<file path="config.mk">
export PLATFORM = sky130hd
export DESIGN_NAME = buck_fault_seq
export DESIGN_NICKNAME = d
export VERILOG_FILES = /design/src/rtl/bfs_pkg.sv /design/src/rtl/bfs_flag_sync.sv /design/src/rtl/bfs_probe_gen.sv /design/src/rtl/bfs_edge_count.sv /design/src/rtl/bfs_uv_filter.sv /design/src/rtl/buck_fault_seq.sv
export SDC_FILE = /design/constraint.sdc
export NUM_CORES = 1
export LEC_CHECK = 0
export BUFFER_PORTS_ARGS = -buffer_cell sky130_fd_sc_hd__buf_2
export CORE_MARGIN = 5
export CORE_UTILIZATION = 40
export CTS_CLUSTER_DIAMETER = 30
export CTS_CLUSTER_SIZE = 10
export DETAILED_ROUTE_END_ITERATION = 7
export PLACE_DENSITY_LB_ADDON = 0.3
export SLEW_MARGIN = 5
export SYNTH_ARGS = -nofsm -noshare
export SYNTH_HDL_FRONTEND = slang
export SYNTH_SLANG_ARGS = --single-unit
</file>
<file path="constraint.sdc">
create_clock -name clk -period 7.3 [get_ports clk]
set_input_delay 1.095 -clock clk [delete_from_list [all_inputs] [get_ports clk]]
set_output_delay 1.095 -clock clk [all_outputs]
set_load 0.005 [all_outputs]
</file>
<file path="src/rtl/bfs_pkg.sv">
package bfs_pkg;

    typedef enum logic [2:0] {
        ST_PROBE   = 3'd0,
        ST_RAMP    = 3'd1,
        ST_RUN     = 3'd2,
        ST_BACKOFF = 3'd3,
        ST_LOCKOUT = 3'd4
    } seq_state_t;

endpackage

</file>
<file path="src/rtl/bfs_flag_sync.sv">
module bfs_flag_sync #(
    parameter int W = 5
) (
    input  logic         clk,
    input  logic         rst_n,
    input  logic [W-1:0] d,
    output logic [W-1:0] q
);

    genvar i;
    generate
        for (i = 0; i < W; i++) begin : g_bit
            logic [1:0] sh;
            always_ff @(posedge clk or negedge rst_n) begin
                if (!rst_n) sh <= 2'b00;
                else        sh <= {sh[0], d[i]};
            end
            assign q[i] = sh[1];
        end
    endgenerate

endmodule

</file>
<file path="src/rtl/bfs_probe_gen.sv">
module bfs_probe_gen #(
    parameter int PERIOD = 100,
    parameter int ON     = 1
) (
    input  logic clk,
    input  logic rst_n,
    input  logic en,
    output logic pulse
);

    localparam int CW = $clog2(PERIOD + 1);
    localparam logic [CW-1:0] LAST  = CW'(PERIOD - 1);
    localparam logic [CW-1:0] HIGHN = CW'(ON);

    logic [CW-1:0] cnt;

    always_ff @(posedge clk or negedge rst_n) begin
        if (!rst_n)          cnt <= '0;
        else if (!en)        cnt <= '0;
        else if (cnt == LAST) cnt <= '0;
        else                 cnt <= cnt + 1'b1;
    end

    assign pulse = en && (cnt < HIGHN);

    // the phase counter never passes the end of the period
    p_probe_phase_r1: assert property (@(posedge clk) disable iff (!rst_n)
        cnt <= LAST);

endmodule

</file>
<file path="src/rtl/bfs_edge_count.sv">
module bfs_edge_count #(
    parameter int N = 4
) (
    input  logic clk,
    input  logic rst_n,
    input  logic clr,
    input  logic lvl,
    output logic done
);

    localparam int CW = $clog2(N + 1);
    localparam logic [CW-1:0] TOP = CW'(N);

    logic          prev;
    logic [CW-1:0] cnt;

    always_ff @(posedge clk or negedge rst_n) begin
        if (!rst_n) begin
            prev <= 1'b0;
            cnt  <= '0;
        end else begin
            prev <= lvl;
            if (clr)                            cnt <= '0;
            else if ((lvl != prev) && (cnt != TOP)) cnt <= cnt + 1'b1;
        end
    end

    assign done = (cnt == TOP);

    // crossing count saturates at the required number
    p_cross_bound_r2: assert property (@(posedge clk) disable iff (!rst_n)
        cnt <= TOP);
    // once complete, the result holds until cleared
    p_cross_hold_r2: assert property (@(posedge clk) disable iff (!rst_n)
        (done && !clr) |=> done);

endmodule

</file>
<file path="src/rtl/bfs_uv_filter.sv">
module bfs_uv_filter #(
    parameter int CYC = 15
) (
    input  logic clk,
    input  logic rst_n,
    input  logic en,
    input  logic uv,
    output logic trip
);

    localparam int CW = $clog2(CYC + 1);
    localparam logic [CW-1:0] TOP = CW'(CYC);

    logic [CW-1:0] cnt;

    always_ff @(posedge clk or negedge rst_n) begin
        if (!rst_n)          cnt <= '0;
        else if (!en || !uv) cnt <= '0;
        else if (cnt != TOP) cnt <= cnt + 1'b1;
    end

    assign trip = (cnt == TOP);

    // a trip implies the flag and the enable were both present last cycle
    p_uv_persist_r5: assert property (@(posedge clk) disable iff (!rst_n)
        trip |-> ($past(uv) && $past(en)));

endmodule

</file>
<file path="src/rtl/buck_fault_seq.sv">
module buck_fault_seq
    import bfs_pkg::*;
#(
    parameter int CLK_KHZ   = 200000,
    parameter int SS_MS     = 3,
    parameter int UV_US     = 15,
    parameter int PROBE_KHZ = 10,
    parameter int PROBE_PCT = 1,
    parameter int CROSS_N   = 4,
    parameter int RETRY_MAX = 4,
    parameter int CODE_W    = 8
) (
    input  logic              clk,
    input  logic              rst_n,
    input  logic              por_ok,
    input  logic              ops_hi,
    input  logic              fb_uv,
    input  logic              oc_trip,
    input  logic              ext_dis,
    output logic              probe_gate,
    output logic [CODE_W-1:0] ss_code,
    output logic              sw_en,
    output logic              latched_off
);

    localparam int PROBE_PER = CLK_KHZ / PROBE_KHZ;
    localparam int PROBE_RAW = (PROBE_PER * PROBE_PCT) / 100;
    localparam int PROBE_ON  = (PROBE_RAW < 1) ? 1 : PROBE_RAW;
    localparam int STEPS     = 1 << CODE_W;
    localparam int STEP_RAW  = (CLK_KHZ * SS_MS) / STEPS;
    localparam int SS_STEP   = (STEP_RAW < 1) ? 1 : STEP_RAW;
    localparam int UV_RAW    = (CLK_KHZ * UV_US) / 1000;
    localparam int UV_CYC    = (UV_RAW < 1) ? 1 : UV_RAW;
    localparam int PW        = $clog2(SS_STEP + 1);
    localparam int RW        = $clog2(RETRY_MAX + 1);
    localparam logic [PW-1:0]     PRE_LAST = PW'(SS_STEP - 1);
    localparam logic [CODE_W-1:0] CODE_TOP = {CODE_W{1'b1}};
    localparam logic [RW-1:0]     RET_LAST = RW'(RETRY_MAX - 1);

    // synchronised flags
    logic por_s, ops_s, uv_s, oc_s, dis_s;
    logic kill;

    bfs_flag_sync #(.W(5)) sync_i (
        .clk   (clk),
        .rst_n (rst_n),
        .d     ({por_ok, ops_hi, fb_uv, oc_trip, ext_dis}),
        .q     ({por_s, ops_s, uv_s, oc_s, dis_s})
    );

    assign kill = !por_s || dis_s;

    seq_state_t        state, nxt;
    logic [CODE_W-1:0] step_q;
    logic [PW-1:0]     pre_q;
    logic [RW-1:0]     oc_cnt, uv_cnt;
    logic              tick, vin_done, uv_trip, probe_en;

    assign tick = (pre_q == PRE_LAST);

    bfs_edge_count #(.N(CROSS_N)) cross_i (
        .clk   (clk),
        .rst_n (rst_n),
        .clr   ((state != ST_PROBE) || kill),
        .lvl   (ops_s),
        .done  (vin_done)
    );

    bfs_uv_filter #(.CYC(UV_CYC)) uvf_i (
        .clk   (clk),
        .rst_n (rst_n),
        .en    ((state == ST_RUN) && !kill),
        .uv    (uv_s),
        .trip  (uv_trip)
    );

    bfs_probe_gen #(.PERIOD(PROBE_PER), .ON(PROBE_ON)) probe_i (
        .clk   (clk),
        .rst_n (rst_n),
        .en    (probe_en),
        .pulse (probe_gate)
    );

    // next-state decision
    always_comb begin
        nxt = state;
        unique case (state)
            ST_PROBE:   if (vin_done) nxt = ST_RAMP;
            ST_RAMP:    if (tick && (step_q == CODE_TOP - 1'b1)) nxt = ST_RUN;
            ST_RUN: begin
                if (oc_s)
                    nxt = (oc_cnt == RET_LAST) ? ST_LOCKOUT : ST_BACKOFF;
                else if (uv_trip)
                    nxt = (uv_cnt == RET_LAST) ? ST_PROBE : ST_BACKOFF;
            end
            ST_BACKOFF: if (tick && (step_q == CODE_TOP)) nxt = ST_RAMP;
            ST_LOCKOUT: nxt = ST_LOCKOUT;
            default:    nxt = ST_PROBE;
        endcase
        if (kill) nxt = ST_PROBE;
    end

    // state register
    always_ff @(posedge clk or negedge rst_n) begin
        if (!rst_n) state <= ST_PROBE;
        else        state <= nxt;
    end

    // step timer, ramp code and retry counters
    always_ff @(posedge clk or negedge rst_n) begin
        if (!rst_n) begin
            step_q <= '0;
            pre_q  <= '0;
            oc_cnt <= '0;
            uv_cnt <= '0;
        end else if (kill) begin
            step_q <= '0;
            pre_q  <= '0;
            oc_cnt <= '0;
            uv_cnt <= '0;
        end else begin
            if (nxt != state) begin
                pre_q  <= '0;
                step_q <= (nxt == ST_RUN) ? CODE_TOP : '0;
            end else if ((state == ST_RAMP) || (state == ST_BACKOFF)) begin
                if (tick) begin
                    pre_q  <= '0;
                    step_q <= step_q + 1'b1;
                end else begin
                    pre_q <= pre_q + 1'b1;
                end
            end
            if ((state == ST_RUN) && (nxt != ST_RUN)) begin
                if (oc_s)
                    oc_cnt <= oc_cnt + 1'b1;
                else if (uv_trip)
                    uv_cnt <= (uv_cnt == RET_LAST) ? '0 : uv_cnt + 1'b1;
            end
        end
    end

    // output decode
    always_comb begin
        probe_en    = 1'b0;
        sw_en       = 1'b0;
        ss_code     = '0;
        latched_off = 1'b0;
        unique case (state)
            ST_PROBE:   probe_en = !kill;
            ST_RAMP: begin
                sw_en   = (step_q != '0) && !kill;
                ss_code = step_q;
            end
            ST_RUN: begin
                sw_en   = !kill;
                ss_code = step_q;
            end
            ST_BACKOFF: ;
            ST_LOCKOUT: latched_off = !kill;
            default: ;
        endcase
    end

    // probe pulses and switching never overlap
    p_probe_excl_r1: assert property (@(posedge clk) disable iff (!rst_n)
        probe_gate |-> !sw_en);
    // the ramp code moves by at most one step per cycle
    p_ramp_step_r4: assert property (@(posedge clk) disable iff (!rst_n)
        (state == ST_RAMP && $past(state) == ST_RAMP && !kill)
            |-> (ss_code == $past(ss_code) || ss_code == $past(ss_code) + 1'b1));
    // faults cannot divert a ramp into back-off or lockout
    p_ramp_immune_r7: assert property (@(posedge clk) disable iff (!rst_n)
        (state == ST_RAMP) |=> (state != ST_BACKOFF && state != ST_LOCKOUT));
    // lockout persists until shutdown or bias loss
    p_lock_hold_r6: assert property (@(posedge clk) disable iff (!rst_n)
        (state == ST_LOCKOUT && !kill) |=> (state == ST_LOCKOUT));
    // the last permitted under-voltage goes back to probing
    p_uv_reprobe_r8: assert property (@(posedge clk) disable iff (!rst_n)
        (state == ST_RUN && uv_trip && !oc_s && uv_cnt == RET_LAST && !kill)
            |=> (state == ST_PROBE));
    // shutdown clears state and both retry counts
    p_kill_clear_r9: assert property (@(posedge clk) disable iff (!rst_n)
        kill |=> (state == ST_PROBE && oc_cnt == '0 && uv_cnt == '0));

endmodule

</file>
==> flow_metrics.tcl <==
set metrics [dict create \
    status "finished, final reports clean" \
    clock_latency_ns 0.35 \
    postSynth.asyncResetShare_pct 100 \
    grt-ovfl-total 0 \
    crit_type "flip-flop to primary output" \
    dp.cells 505 \
    yosys_most_used_dff "dfrtp_1" \
    slew_viol_final 0 \
    port-buffer-count 17 \
    critPathBufInv 1 \
    dr_total_vias 2769 \
    die_w_um 107 \
    powerDensity_nw_per_um2 186 \
    crit_chain "nor2b_1, nand2_1, or3_1, nor3_1, buf_2" \
    cts_made_buffers 9 \
    grt_pass1_wl_um 12300 \
    synth_edf_count 0 \
    syn-num-nets 410 \
    ios 18 \
    first_pass_iters 4 \
    yosysWarnings 0 \
    antenna_found_initial 0 \
    total_power_mw 0.765 \
    cp.required_ns 6.20 \
    synth_top_family_by_area "simple AND/OR/NAND/NOR gates" \
    die_area_um2 11400 \
    p_leak_nw 1.80 \
    drive_gt1_share_pct 12.2 \
    post-cts-setup-buffers 0 \
    grt_pass1_vias 2621 \
    max_stage_delay_ns 0.49 \
    rsz0062_at_grt "no" \
    synth_compound_area_share_pct 11.0 \
    ctsHoldBuffers 0 \
    crit_path_end_kind "primary output" \
    synth.area.mux_share_pct 0.804 \
    chipHeight_um 107 \
    skew_ns 0.0102 \
    max_clock_freq_mhz 291 \
    yosys.area_share.simple_pct 25.5 \
    avgSynthCellArea_um2 9.58 \
    netlist_area_um2 3730 \
    finalSetupTns_ns 0 \
    gp_congestion 0.901 \
    irDropWorstVdd_mv 0.0995 \
    cts_sinks 70 \
    netlist_instances 390 \
    avgRoutedWirePerCell_um 13.7 \
    cp_slowest_cell "or3_1" \
    std_cell_rows 35 \
    synth-xor-area-share_pct 8.21 \
    synthAdderAreaFrac_pct 4.36 \
    crit_family "simple AND/OR/NAND/NOR gates" \
    synth_cell_types 52 \
    fillCellCount 869 \
    grt_usage_pct 13.4 \
    n_antenna_cell 0 \
    routed_wl_um 7140 \
    timing.hold.ws_ns 0.356 \
    cts_root_buf "clkbuf_8" \
    ant_nets 0 \
    critPathMaxFanout 7 \
    core-area_um2 9150 \
    grt_max_degree 71 \
    fin_util_pct 44.9 \
    start_kind "flip-flop" \
    hp-class "flip-flop to flip-flop" \
    post_cts_resized 0 \
    arrival_ns 2.34 \
    drv_cap 0 \
    htreeDepth 3 \
    start_util_pct 40.8 \
    seq_area_frac_synth_pct 46.9 \
    clkTransAtPathRegs_ns 0.09 \
    tightest_slew_ns 0.859 \
    nets 425 \
    relSlewSlack_pct 42.8 \
    final-setup-viol-count 0 \
    fin_crit_ns 3.44 \
    ys_ff_latch 70 \
    dp_hpwl_um 4840 \
    area_growth_pct 10.1 \
    cts_tree "yes" \
    viasPerCell 5.31 \
    drtIter0Drc 137 \
    hold_viol_final 0 \
    route.detailed.drc 0 \
    clockBufferDepth 2 \
    period_share_pct 47.1 \
    final_cells 521 \
]
## registers in the layout, summed over array words and instances (netlist names)
name	flops
probe_i.cnt	15
pre_q	12
uvf_i.cnt	12
sync_i.g_bit.sh	10
step_q	8
cross_i.cnt	3
oc_cnt	3
state	3
uv_cnt	3
cross_i.prev	1
## final cells by class
| class | count | area (µm²) | share of cell area [%] |
|---|---|---|---|
| Tap cell | 111 | 139 | 3.38 |
| Timing Repair Buffer | 19 | 100 | 2.44 |
| Inverter | 14 | 52.6 | 1.28 |
| Clock inverter | 7 | 80.1 | 1.95 |
| Clock buffer | 9 | 124 | 3.01 |
| Sequential cell | 70 | 1750 | 42.6 |
| Multi-Input combinational cell | 291 | 1860 | 45.3 |
## through the flow
stage	area, µm²	worst slack, ns
global route	4110	3.60
floorplan	3730	4.66
CTS	4110	3.84
detailed placement	3910	4.24
global placement	3910	4.31
finish	4110	3.86
## layer usage
metal / vias to the layer above / track usage (%) / share of wire [%]
met1: 1326 / 18.4 / 50
met4: 0 / 6.48 / 1.8
met5: - / 0 / 0
li1: 1397 / - / -
met3: 9 / 2.47 / 3.2
met2: 37 / 20.3 / 45
## cell usage in the layout (no fill, tap or decap), drive strengths merged, types with 4 or more instances in the layout
cell and instances:
nand2 27, a21oi 10, ha 13, xnor2 9, nand3 25, buf 19
nand4 8, inv 16, dfrtp 70, or3 4, a22oi 7, and2 8
o21ai 19, nor3 12, nand2b 8, and3 12, nor2 53, nor4 4
clkbuf 9, o31ai 5, a211oi 4, xor2 26
## cell usage after synthesis (all sizes together) (9+ instances only)
library cell,n,area (µm²)
xor2,26,228
nor2,53,199
inv,13,48.8
clkbuf,13,48.8
nand3,25,125
ha,13,163
a21oi,10,50.1
nor3,12,71.3
xnor2,9,78.8
nand2,27,101
dfrtp,70,1750
and3,12,77.6
o21ai,19,95.1
## final timing paths
| path | slack, ns | depth (start not counted) | to | startpoint |
|---|---|---|---|---|
| worst max-delay path | 3.86 | 5 | probe_gate | sync_i.g_bit[0].sh[1] |
| worst min-delay path | 0.36 | 0 | sync_i.g_bit[2].sh[1] | sync_i.g_bit[2].sh[0] |
| worst max register to register | 4.81 | 6 | pre_q[9] | pre_q[4] |
| worst min register to register | 0.36 | 0 | sync_i.g_bit[2].sh[1] | sync_i.g_bit[2].sh[0] |
| max in group asynchronous | 5.81 | 2 | uvf_i.cnt[11] | rst_n |
| min in group asynchronous | 0.95 | 2 | pre_q[2] | rst_n |
## logic make-up (layout without fill, tap and decap cells)
kind of cell,Yosys count,in the layout
simple gates,181,181
flops,70,70
compound gates,59,59
xor+xnor,35,35
buf+inv,29,49
fa+ha+maj,13,13
mux,3,3
## worst reg2reg max path, stage by stage, from the launching register on
cell     delay, ns
dfrtp_1       0.42
or4b_4        0.58
or3_2         0.48
nand3_1       0.49
nor2_1        0.11
o21ai_0       0.18
o21ai_0       0.10
## power breakdown
group | leakage [nW] | switching, mW | internal (mW)
Clock | 0.102 | 0.165 | 0.162
Sequential | 0.950 | 0.00645 | 0.394
Combinational | 0.747 | 0.0242 | 0.0126
Note: power is estimated with default switching activity, not from simulation.
